**src/rtl/temp_alarm_pkg.sv**
```systemverilog
package temp_alarm_pkg;
    localparam int TEMP_W  = 16;
    localparam int FIELD_W = 13;
    localparam int GUARD_W = 2;
    localparam int CMP_W   = FIELD_W + GUARD_W;
    localparam int HYST_W  = 2;
    localparam int HYST_UNIT = 12;
    localparam int NTRIP   = 3;

    typedef logic signed [CMP_W-1:0] cmp_t;

    typedef enum int {
        TRIP_UPPER = 0,
        TRIP_LOWER = 1,
        TRIP_CRIT  = 2
    } trip_idx_e;

    typedef struct packed {
        logic crit;
        logic lower;
        logic upper;
    } trip_flags_t;

    // Sign-extend the low signed field of a register word into compare width.
    function automatic cmp_t field_to_cmp(input logic [TEMP_W-1:0] word);
        return cmp_t'({{GUARD_W{word[FIELD_W-1]}}, word[FIELD_W-1:0]});
    endfunction

    // Hysteresis code 0 -> 0, k -> HYST_UNIT << k (24, 48, 96 LSB).
    function automatic cmp_t hyst_lsb(input logic [HYST_W-1:0] code);
        cmp_t h;
        h = '0;
        if (code != '0) h = cmp_t'(HYST_UNIT) <<< code;
        return h;
    endfunction
endpackage

```
**src/rtl/temp_alarm_trip.sv**
```systemverilog
module temp_alarm_trip
    import temp_alarm_pkg::*;
#(
    parameter bit ABOVE = 1'b1
) (
    input  logic clk,
    input  logic rst,
    input  logic sample_en,
    input  cmp_t temp,
    input  cmp_t limit,
    input  cmp_t hyst,
    output logic flag_q,
    output logic flag_d
);
    logic set_c;
    logic hold_c;

    generate
        if (ABOVE) begin : g_above
            always_comb begin
                set_c  = temp > limit;
                hold_c = temp > (limit - hyst);
            end
        end else begin : g_below
            always_comb begin
                set_c  = temp < limit;
                hold_c = temp < (limit + hyst);
            end
        end
    endgenerate

    always_comb begin
        flag_d = flag_q;
        if (sample_en) flag_d = flag_q ? hold_c : set_c;
    end

    always_ff @(posedge clk) begin
        if (rst) flag_q <= 1'b0;
        else     flag_q <= flag_d;
    end
endmodule

```
**src/rtl/temp_alarm_event.sv**
```systemverilog
module temp_alarm_event
    import temp_alarm_pkg::*;
(
    input  logic        clk,
    input  logic        rst,
    input  trip_flags_t flags_q,
    input  trip_flags_t flags_d,
    input  logic        int_mode,
    input  logic        pol,
    input  logic        out_en,
    input  logic        evt_clear,
    output logic        event_pin
);
    logic latch_q;
    logic win_rise;
    logic active;

    assign win_rise = (flags_d.upper & ~flags_q.upper) |
                      (flags_d.lower & ~flags_q.lower);

    always_ff @(posedge clk) begin
        if (rst)            latch_q <= 1'b0;
        else if (win_rise)  latch_q <= 1'b1;
        else if (evt_clear) latch_q <= 1'b0;
    end

    always_comb begin
        active = flags_q.crit |
                 (int_mode ? latch_q : (flags_q.upper | flags_q.lower));
        event_pin = out_en ? (active ^ pol) : pol;
    end
endmodule

```
**src/rtl/temp_window_alarm.sv**
```systemverilog
module temp_window_alarm
    import temp_alarm_pkg::*;
(
    input  logic              clk,
    input  logic              rst,
    input  logic [TEMP_W-1:0] temp_in,
    input  logic              temp_valid,
    input  logic [TEMP_W-1:0] upper_lim,
    input  logic [TEMP_W-1:0] lower_lim,
    input  logic [TEMP_W-1:0] crit_lim,
    input  logic              int_mode,
    input  logic              pol,
    input  logic              out_en,
    input  logic [HYST_W-1:0] hyst_sel,
    input  logic              evt_clear,
    output logic              event_pin,
    output logic              above_upper,
    output logic              below_lower,
    output logic              above_crit
);
    cmp_t        temp_c;
    cmp_t        hyst_c;
    cmp_t        lim_c [NTRIP];
    logic [NTRIP-1:0] fq;
    logic [NTRIP-1:0] fd;
    trip_flags_t flags_q;
    trip_flags_t flags_d;

    always_comb begin
        temp_c            = field_to_cmp(temp_in);
        hyst_c            = hyst_lsb(hyst_sel);
        lim_c[TRIP_UPPER] = field_to_cmp(upper_lim);
        lim_c[TRIP_LOWER] = field_to_cmp(lower_lim);
        lim_c[TRIP_CRIT]  = field_to_cmp(crit_lim);
    end

    generate
        for (genvar i = 0; i < NTRIP; i++) begin : g_trip
            temp_alarm_trip #(
                .ABOVE(i != TRIP_LOWER)
            ) u_trip (
                .clk       (clk),
                .rst       (rst),
                .sample_en (temp_valid),
                .temp      (temp_c),
                .limit     (lim_c[i]),
                .hyst      (hyst_c),
                .flag_q    (fq[i]),
                .flag_d    (fd[i])
            );
        end
    endgenerate

    always_comb begin
        flags_q.upper = fq[TRIP_UPPER];
        flags_q.lower = fq[TRIP_LOWER];
        flags_q.crit  = fq[TRIP_CRIT];
        flags_d.upper = fd[TRIP_UPPER];
        flags_d.lower = fd[TRIP_LOWER];
        flags_d.crit  = fd[TRIP_CRIT];
    end

    temp_alarm_event u_event (
        .clk       (clk),
        .rst       (rst),
        .flags_q   (flags_q),
        .flags_d   (flags_d),
        .int_mode  (int_mode),
        .pol       (pol),
        .out_en    (out_en),
        .evt_clear (evt_clear),
        .event_pin (event_pin)
    );

    assign above_upper = flags_q.upper;
    assign below_lower = flags_q.lower;
    assign above_crit  = flags_q.crit;
endmodule

```
**config.mk**
```make
export PLATFORM = sky130hd
export DESIGN_NAME = temp_window_alarm
export DESIGN_NICKNAME = d
export VERILOG_FILES = /design/src/rtl/temp_alarm_pkg.sv /design/src/rtl/temp_alarm_trip.sv /design/src/rtl/temp_alarm_event.sv /design/src/rtl/temp_window_alarm.sv
export SDC_FILE = /design/constraint.sdc
export NUM_CORES = 1
export LEC_CHECK = 0
export ABC_AREA = 1
export BUFFER_PORTS_ARGS = -buffer_cell sky130_fd_sc_hd__buf_4
export CAP_MARGIN = 20
export CELL_PAD_IN_SITES_DETAIL_PLACEMENT = 0
export CELL_PAD_IN_SITES_GLOBAL_PLACEMENT = 1
export CORE_ASPECT_RATIO = 0.75
export CORE_MARGIN = 8
export CORE_UTILIZATION = 45
export CTS_BUF_LIST = sky130_fd_sc_hd__clkbuf_4 sky130_fd_sc_hd__clkbuf_8
export CTS_CLUSTER_DIAMETER = 80
export DETAILED_ROUTE_END_ITERATION = 10
export PLACE_DENSITY_LB_ADDON = 0.2
export SLEW_MARGIN = 20
export SYNTH_ARGS = -nofsm -noshare
export SYNTH_HDL_FRONTEND = slang
export SYNTH_HIERARCHICAL = 1
export SYNTH_SLANG_ARGS = --single-unit
```
**constraint.sdc**
```tcl
create_clock -name clk -period 9.65 [get_ports clk]
set_clock_uncertainty 0.15 [all_clocks]
set_input_delay 0.965 -clock clk [delete_from_list [all_inputs] [get_ports clk]]
set_output_delay 0.965 -clock clk [all_outputs]
set_load 0.02 [all_outputs]
```
==> results of run 1 <==
==> flip-flops by register name, summed over array words and instances, names as in the netlist <==
name / flops
g_trip.u_trip/flag_q: 3
u_event/latch_q: 1
==> through the flow <==
stage | total power (uW) | utilization (%)
6_report | 429.9 | 54.33
5_1_grt | 494.8 | 54.33
4_1_cts | 429.1 | 54.33
3_5_place_dp | 390.6 | 53.93
3_3_place_gp | 378.2 | 53.93
2_1_floorplan | 290.2 | -
==> cells in the final DEF, fill, tap and decap left out, types with 6 or more instances in the layout <==
cell type and instances:
nand2_1 193, inv_1 168, ha_1 133, buf_4 64, a21oi_1 63, nor2_1 45
nand3_1 38, conb_1 34, xor2_1 28, o21ai_0 19, xnor2_1 12, nand4_1 11
nor3_1 7, o21bai_1 7, nand2_2 6
==> worst min-delay path by stage <==
stage                                 start                 endpoint  slack (ps)
floorplan                   u_event/latch_q          u_event/latch_q         390
global placement    g_trip[2].u_trip/flag_q  g_trip[2].u_trip/flag_q         340
detailed placement  g_trip[2].u_trip/flag_q  g_trip[2].u_trip/flag_q         340
CTS                 g_trip[2].u_trip/flag_q  g_trip[2].u_trip/flag_q         340
global route        g_trip[2].u_trip/flag_q  g_trip[2].u_trip/flag_q         370
finish              g_trip[2].u_trip/flag_q  g_trip[2].u_trip/flag_q         340
==> final cells by class <==
| class | count | area [um^2] | area share, % |
|---|---|---|---|
| clock buffers | 3 | 41.29 | 0.7386 |
| inverters | 170 | 638.1 | 11.41 |
| multi-input cells | 634 | 4180 | 74.78 |
| flip-flops and latches | 4 | 80.08 | 1.432 |
| well taps | 136 | 170.2 | 3.044 |
| repair buffers | 64 | 480.5 | 8.594 |
==> where the power goes <==
part,switching [uW],total (uW),internal (uW)
logic,220,373,153
clock network,8.99,35.6,26.6
registers,2.48,21.6,19.1
total,232,430,198
==> worst max-delay path, cell delays in order <==
cell and delay, ps:
buf_4 100, inv_1 40, ha_1 190, nor2_2 230, ha_1 330, a21oi_1 240
a21boi_0 390, o211ai_1 190, xor2_1 170, ha_1 360, nand4_1 170, nor3_1 170
nand2_1 130, nand3_1 110, nand3_1 80, nand2_1 80, inv_1 40, nand2_1 50
o21ai_0 80, o21bai_1 150, inv_1 60
==> per-layer routing <==
metal	routed length [um]	share of wire, %	track usage [%]
met5	0	0	0
met3	580	4.4	1.292
met4	50	0.38	1.897
met2	5764	44	31.83
met1	6755	51	26.50
==> out/qor.csv, run 1 <==
stage;metric;value;unit
cts;cts-root-buf;clkbuf_8;
cts;clk_latency;220;ps
floorplanning;die_y;105.2;um
worst_setup_path;cp.arrival;4330;ps
place;post-dp-hpwl;11560;um
cts;hold_buffers;0;
grt;track_usage;18.91;%
cts;clkSinkCount;4;
worst_setup_path;start_kind;input port;
cells_and_area;instances_no_fill;1011;
floorplanning;core-area;0.01029;mm^2
place;io_buffers;64;
synth;syn_inst;775;
cells_and_area;drive_gt1_share;10.51;%
synth;syn_area;0.004775;mm^2
route;drc;0;
route;wirelength;13150;um
cells_and_area;final_cell_area;0.005590;mm^2
place;placed_area;0.005549;mm^2
worst_setup_path;regToRegStartpoint;g_trip[0].u_trip/flag_q;
cts;cts.repair.resized;0;
timing;drv_slew;0;
floorplanning;chipWidth;134.9;um
cells_and_area;nFillCells;1076;
place;dp_slack;5128;ps
worst_setup_path;end_kind;flop;
synth;synth_warnings;6;
route;first_pass_iters;4;
timing;final.period_utilization;45.29;%
route;vias_per_cell;4.845;
floorplanning;rows;32;
route;num_vias;4898;
worst_setup_path;cp-startpoint;hyst_sel[0];
grt;grt_overflow;0;
grt;grt_pass1_vias;4973;
timing;fmax;228.8;MHz
cts;cts_buffer_depth;2;
worst_hold_path;hold_path_class;flop to flop;
cts;cts_tree;yes;
timing;finalSetupViolCount;0;
place;place.gp.congestion;0.9059;
status;outcome;finished, final reports clean;
timing;hold_ws;343.7;ps
pwr;powerDensity;76.91;mW/mm^2
route;drt_iter0_drc;215;
timing;fin_crit;4371;ps
timing;setup_tns;0;ps
cells_and_area;syn_to_final_growth;17.09;%
route;antenna_left;0;
cts;cts_made_buffers;3;
timing;rsz0062_at_grt;no;
grt;antenna_found_initial;0;
timing;finalHoldViolCount;0;
worst_setup_path;r2r_slack;8160;ps
floorplanning;io_pins;77;
worst_setup_path;path_class;input port to flop;
grt;grt_max_degree;19;
worst_setup_path;critPathRequiredTime;9600;ps
cts;cts_max_level;1;
worst_setup_path;path_max_fanout;5;
worst_hold_path;whs_path_depth;2;
worst_setup_path;r2r-end;u_event/latch_q;
synth;avgSynthCellArea;6.161;um^2
worst_setup_path;reg2reg_depth;9;
cells_and_area;nets;1086;
timing;setup_slack;5279;ps
floorplanning;die-area;0.01420;mm^2
worst_setup_path;endpoint;u_event/latch_q;
cts;path_clk_slew;30;ps
job;cap_viol_max_count;0;
place;dp_cells;1008;
cells_and_area;insertedDiodeCount;0;
route;routedWlPerCell;13.01;um
floorplanning;start_util;46.40;%
pwr;peakVddDrop;0.03025;mV
grt;grt_first_pass_wirelength;22670;um
pwr;p_leak;0.003332;uW
cts;cts_setup_buffers;0;
No activity file was read; power rests on OpenSTA's default activity.
==> inputs of run 2 (changes only) <==
--- a/config.mk
+++ b/config.mk
@@ -12,7 +12,7 @@
 export CELL_PAD_IN_SITES_GLOBAL_PLACEMENT = 1
 export CORE_ASPECT_RATIO = 0.75
 export CORE_MARGIN = 8
-export CORE_UTILIZATION = 45
+export CORE_UTILIZATION = 42
 export CTS_BUF_LIST = sky130_fd_sc_hd__clkbuf_4 sky130_fd_sc_hd__clkbuf_8
 export CTS_CLUSTER_DIAMETER = 80
 export DETAILED_ROUTE_END_ITERATION = 10
==> constraint.sdc (replaced) <==
create_clock -name clk -period 4.4 [get_ports clk]
set_clock_uncertainty 0.15 [all_clocks]
set_input_delay 0.44 -clock clk [delete_from_list [all_inputs] [get_ports clk]]
set_output_delay 0.44 -clock clk [all_outputs]
set_load 0.02 [all_outputs]
==> out/qor.csv, run 2 (same netlist as run 1, synthesis figures left out) <==
stage;metric;value;unit;change
cells_and_area;top_regs;g_trip.u_trip/flag_q x3, u_event/latch_q x1;;
cts;cts_tree;yes;;
cts;path_clk_slew;30;ps;about the same
grt;grt_first_pass_wirelength;21560;um;-4.9%
cts;cts_setup_buffers;0;;unchanged
worst_setup_path;end_kind;flop;;
place;post-dp-hpwl;11670;um;+0.98%
pwr;cell_internal_pwr;433.0;uW;+120%
pwr;peakVddDrop;0.08312;mV;+170%
route;first_pass_iters;5;;+1
pwr;p_comb_share;86.7;%;about the same
place;place.gp.congestion;0.9058;;about the same
worst_setup_path;path_class;input port to flop;;
route;routedWlPerCell;12.82;um;-1.4%
floorplanning;rows;33;;+3.1%
cells_and_area;regMostFlops;g_trip.u_trip/flag_q;;
timing;drv_slew;0;;unchanged
route;vias_per_cell;4.822;;-0.48%
cts;cts.repair.resized;0;;unchanged
floorplanning;core-area;0.01102;mm^2;+7.1%
cells_and_area;largest_reg_flops;3;;unchanged
cts;hold_buffers;0;;unchanged
worst_setup_path;crit_chain;buf_4 -> inv_1 -> ha_1 -> nor2_2 -> ha_1 -> a21oi_1 -> a21boi_0 -> o211ai_1 -> xor2_1 -> ha_1 -> nand4_1 -> nor3_1 -> nand2_1 -> nand3_1 -> nand3_1 -> nand2_1 -> inv_1 -> nand2_1 -> o21ai_0 -> o21bai_1 -> inv_1;;
cells_and_area;layout_commonest_cell;nand2_1;;
floorplanning;die-area;0.01507;mm^2;+6.2%
worst_setup_path;path_max_fanout;5;;unchanged
timing;fin_crit;3745;ps;
pwr;p_clk_share;8.3;%;about the same
place;io_buffers;64;;unchanged
cts;clkSinkCount;4;;unchanged
pwr;p_leak;0.003332;uW;unchanged
cells_and_area;nFillCells;1186;;+10%
pwr;p_sw;505.9;uW;+120%
cts;cts_max_level;1;;unchanged
timing;setup_tns;0;ps;unchanged
cells_and_area;final_cell_mix;193 x nand2_1, 168 x inv_1, 133 x ha_1;;
cells_and_area;insertedDiodeCount;0;;unchanged
cts;cts_made_buffers;3;;unchanged
timing;finalHoldViolCount;0;;unchanged
cts;cts-root-buf;clkbuf_8;;
floorplanning;io_pins;77;;unchanged
cts;cts_buffer_depth;2;;unchanged
timing;final.period_utilization;85.11;%;
cells_and_area;seqCellArea;80.08;um^2;unchanged
route;wirelength;13020;um;-1.0%
floorplanning;start_util;43.31;%;-3.1 points
pwr;switching_share;53.88;%;about the same
worst_setup_path;start_kind;input port;;
worst_hold_path;hold_path_class;input port to flop;;
floorplanning;chipWidth;139.1;um;+3.1%
grt;grt_overflow;0;;unchanged
worst_setup_path;cp.arrival;3710;ps;-620 ps
status;outcome;finished, final reports clean;;
grt;track_usage;17.30;%;-1.6 points
timing;finalSetupViolCount;0;;unchanged
worst_setup_path;r2r_slack;2980;ps;-5180 ps
timing;rsz0062_at_grt;no;;
pwr;powerDensity;167.8;mW/mm^2;+120%
route;drt_iter0_drc;220;;+2.3%
cells_and_area;syn_to_final_growth;17.19;%;about the same
grt;antenna_found_initial;0;;unchanged
route;antenna_left;0;;unchanged
grt;grt_max_degree;19;;unchanged
cells_and_area;drive_gt1_share;10.51;%;unchanged
cts;clk_latency;220;ps;about the same
floorplanning;die_y;108.3;um;+3.0%
worst_setup_path;cp_slowest_stage_delay;440;ps;+50 ps
grt;grt_pass1_vias;4697;;-5.5%
cells_and_area;nets;1086;;unchanged
worst_setup_path;crit_path_top_delay_cell;a21boi_0;;
worst_setup_path;critPathRequiredTime;4360;ps;-5240 ps
timing;fmax;267.0;MHz;
job;cap_viol_max_count;0;;unchanged
cells_and_area;multi_input_area;0.004180;mm^2;unchanged
route;num_vias;4894;;-0.082%
route;drc;0;;unchanged
pwr;power_frac_seq;5.0;%;about the same
timing;hold_ws;260.3;ps;-83.40 ps
==> run 2: layer usage <==
metal	up-vias	GRT usage (%)	wire [um]	part of all wire, %
met5	-	0	0	0
met4	0	2.420	136	1.0
met3	8	1.408	409	3.1
met2	81	29.19	5435	42
met1	2139	24.18	7032	54
li1	2666	-	-	-
==> run 2: power groups by stage <==
stage          Clock (uW)  Sequential, uW  Combinational, uW
2_1_floorplan           0            50.9                585
6_report             78.0            47.3                814
4_1_cts              79.2            47.2                813
5_1_grt              80.6            47.9                943
3_3_place_gp            0            47.7                785
3_5_place_dp            0            47.7                808
==> run 2: critical path, delay by kind of cell <==
kind | cells | cell delay (ps)
buf+inv | 4 | 200
xor+xnor | 1 | 170
simple gates | 8 | 960
compound gates | 5 | 1040
fa+ha+maj | 3 | 870
==> run 2: worst paths after layout <==
| path | start | endpoint | depth (start not counted) |
|---|---|---|---|
| worst max-delay path | hyst_sel[0] | u_event/latch_q | 21 |
| worst max register to register | g_trip[0].u_trip/flag_q | u_event/latch_q | 9 |
| worst min register to register | g_trip[2].u_trip/flag_q | g_trip[2].u_trip/flag_q | 2 |
| worst min-delay path | rst | g_trip[0].u_trip/flag_q | 2 |
==> run 2: cell type report <==
| type | instances | area share, % |
|---|---|---|
| Multi-Input combinational cell | 634 | 74.71 |
| Inverter | 170 | 11.40 |
| Timing Repair Buffer | 64 | 8.587 |
| Tap cell | 140 | 3.131 |
| Sequential cell | 4 | 1.431 |
| Clock buffer | 3 | 0.7379 |
==> run 2: metrics by stage <==
stage | instances | area, um^2 | utilization, % | power [uW] | setup WS, ps
final | 1015 | 5595 | 50.75 | 938.9 | 655.3
after global routing | 1015 | 5595 | 50.75 | 1072 | 308.0
after CTS | 1015 | 5595 | 50.75 | 939.3 | 649.7
after detailed placement | 1012 | 5554 | 50.38 | 855.7 | 432.3
after global placement | 1012 | 5554 | 50.38 | 832.9 | 484.0
after floorplan | 808 | 4898 | - | 636.4 | 1112
==> inputs of run 3 (changes only) <==
--- a/config.mk
+++ b/config.mk
@@ -12,7 +12,7 @@
 export CELL_PAD_IN_SITES_GLOBAL_PLACEMENT = 1
 export CORE_ASPECT_RATIO = 0.75
 export CORE_MARGIN = 8
-export CORE_UTILIZATION = 42
+export CORE_UTILIZATION = 35
 export CTS_BUF_LIST = sky130_fd_sc_hd__clkbuf_4 sky130_fd_sc_hd__clkbuf_8
 export CTS_CLUSTER_DIAMETER = 80
 export DETAILED_ROUTE_END_ITERATION = 10
==> out/qor.csv, run 3 (same netlist as run 1, synthesis figures left out) <==
stage;metric;value;unit;change
route;routedWlPerCell;13.09;um;+2.1%
timing;drv_slew;0;;unchanged
floorplanning;start_util;35.32;%;-8.0 points
timing;final.period_utilization;86.89;%;+1.8 points
cts;clk_latency;210;ps;about the same
timing;fin_crit;3823;ps;+78.35 ps
grt;grt_overflow;0;;unchanged
cells_and_area;insertedDiodeCount;0;;unchanged
floorplanning;rows;37;;+12%
worst_setup_path;path_class;input port to flop;;
cells_and_area;syn_to_final_growth;18.11;%;
pwr;p_leak;0.003332;uW;unchanged
cts;path_clk_slew;30;ps;about the same
worst_setup_path;r2r-end;u_event/latch_q;;
cts;cts_setup_buffers;0;;unchanged
cts;hold_buffers;0;;unchanged
floorplanning;die-area;0.01767;mm^2;+17%
cells_and_area;instances_no_fill;1050;;+3.4%
worst_setup_path;start_kind;input port;;
grt;track_usage;15.85;%;-1.5 points
cells_and_area;final_core_util;41.72;%;-9.0 points
timing;setup_tns;0;ps;unchanged
cells_and_area;nets;1086;;unchanged
cells_and_area;top_regs;g_trip.u_trip/flag_q x3, u_event/latch_q x1;;
route;vias_per_cell;4.690;;-2.7%
timing;finalSetupViolCount;0;;unchanged
cells_and_area;final_cell_mix;193 x nand2_1, 168 x inv_1, 133 x ha_1;;
pwr;peakVddDrop;0.1681;mV;+100%
cells_and_area;layout_commonest_cell;nand2_1;;
worst_setup_path;regToRegStartpoint;g_trip[0].u_trip/flag_q;;
worst_hold_path;hold_start;rst;;
route;drc;0;;unchanged
cells_and_area;drive_gt1_share;10.51;%;unchanged
route;wirelength;13750;um;+5.6%
worst_setup_path;end_kind;flop;;
place;io_buffers;64;;unchanged
pwr;powerDensity;167.1;mW/mm^2;-0.40%
timing;hold_ws;276.8;ps;+16.51 ps
timing;finalHoldViolCount;0;;unchanged
timing;fmax;261.6;MHz;-2.0%
cts;cts_max_level;1;;unchanged
route;drt_iter0_drc;209;;-5.0%
grt;grt_first_pass_wirelength;22560;um;+4.6%
worst_hold_path;hold_path_end;g_trip[0].u_trip/flag_q;;
cells_and_area;largest_reg_flops;3;;unchanged
worst_setup_path;reg2reg_depth;9;;unchanged
cts;cts_tree;yes;;
floorplanning;core-area;0.01352;mm^2;+23%
place;post-dp-hpwl;12300;um;+5.4%
route;first_pass_iters;5;;unchanged
worst_setup_path;critPathRequiredTime;4350;ps;about the same
grt;grt_max_degree;19;;unchanged
place;place.gp.congestion;0.8359;;-7.7%
worst_hold_path;hold_path_class;input port to flop;;
cts;cts-root-buf;clkbuf_8;;
floorplanning;die_y;117.2;um;+8.1%
route;num_vias;4924;;+0.61%
worst_setup_path;path_max_fanout;5;;unchanged
cts;cts_buffer_depth;2;;unchanged
grt;grt_pass1_vias;4722;;+0.53%
cts;clkSinkCount;4;;unchanged
worst_setup_path;cp.arrival;3780;ps;+70 ps
job;cap_viol_max_count;0;;unchanged
cts;cts.repair.resized;0;;unchanged
place;dp_cells;1047;;+3.5%
grt;antenna_found_initial;0;;unchanged
status;outcome;finished, final reports clean;;
route;antenna_left;0;;unchanged
cts;cts_made_buffers;3;;unchanged
worst_hold_path;whs_path_depth;2;;unchanged
timing;rsz0062_at_grt;no;;
floorplanning;chipWidth;150.9;um;+8.4%
cells_and_area;regMostFlops;g_trip.u_trip/flag_q;;
floorplanning;io_pins;77;;unchanged
worst_setup_path;r2r_slack;2920;ps;-60 ps
-- run 3: final cells by class --
| cell class | count | area, um^2 |
|---|---|---|
| fill | 1508 | 7879 |
| multi-input combinational | 634 | 4180 |
| inverter | 170 | 638.1 |
| timing repair buffer | 64 | 480.5 |
| tap | 175 | 219.0 |
| sequential | 4 | 80.08 |
| clock buffer | 3 | 41.29 |
-- run 3: worst max-delay path by stage --
stage / from / to / slack [ps]
3_5_place_dp: hyst_sel[0] / u_event/latch_q / 360
3_3_place_gp: hyst_sel[0] / u_event/latch_q / 460
5_1_grt: hyst_sel[0] / u_event/latch_q / 250
4_1_cts: hyst_sel[0] / u_event/latch_q / 570
6_report: hyst_sel[0] / u_event/latch_q / 580
2_1_floorplan: hyst_sel[0] / u_event/latch_q / 1110
-- run 3: routing by layer --
layer	GRT usage, %	wire length [um]	up-vias
met5	0	0	-
met4	0.6575	0	0
met3	0.7299	469	0
met2	26.20	5735	73
met1	23.33	7544	2182
li1	-	-	2669
-- run 3: power breakdown --
group          leakage [uW]  internal, uW  switching (uW)
Clock             0.0000216          58.2            17.2
Sequential        0.0000331          41.9            5.79
Combinational       0.00328           333             486
-- run 3: through the flow --
step	worst slack [ps]	instance area (um^2)	total power, uW
6_report	576.9	5639	942.5
5_1_grt	248.5	5639	1085
4_1_cts	569.4	5639	945.3
3_5_place_dp	362.2	5598	863.7
3_3_place_gp	459.6	5598	843.2
2_1_floorplan	1112	4898	636.4
-- run 3: critical path: stages --
cell,delay (ps)
buf_4,90
inv_1,40
ha_1,190
nor2_2,240
inv_1,80
ha_1,350
a21oi_1,250
o21ai_0,160
a31oi_1,190
xor2_1,250
ha_1,290
nand2_1,70
nand2_1,50
nand2_1,50
nand2_1,50
a21oi_1,200
nand3_1,110
nand3_1,170
nand2_1,90
nand2_2,70
nand2_1,50
inv_1,40
o21ai_0,70
o21bai_1,130
inv_1,50
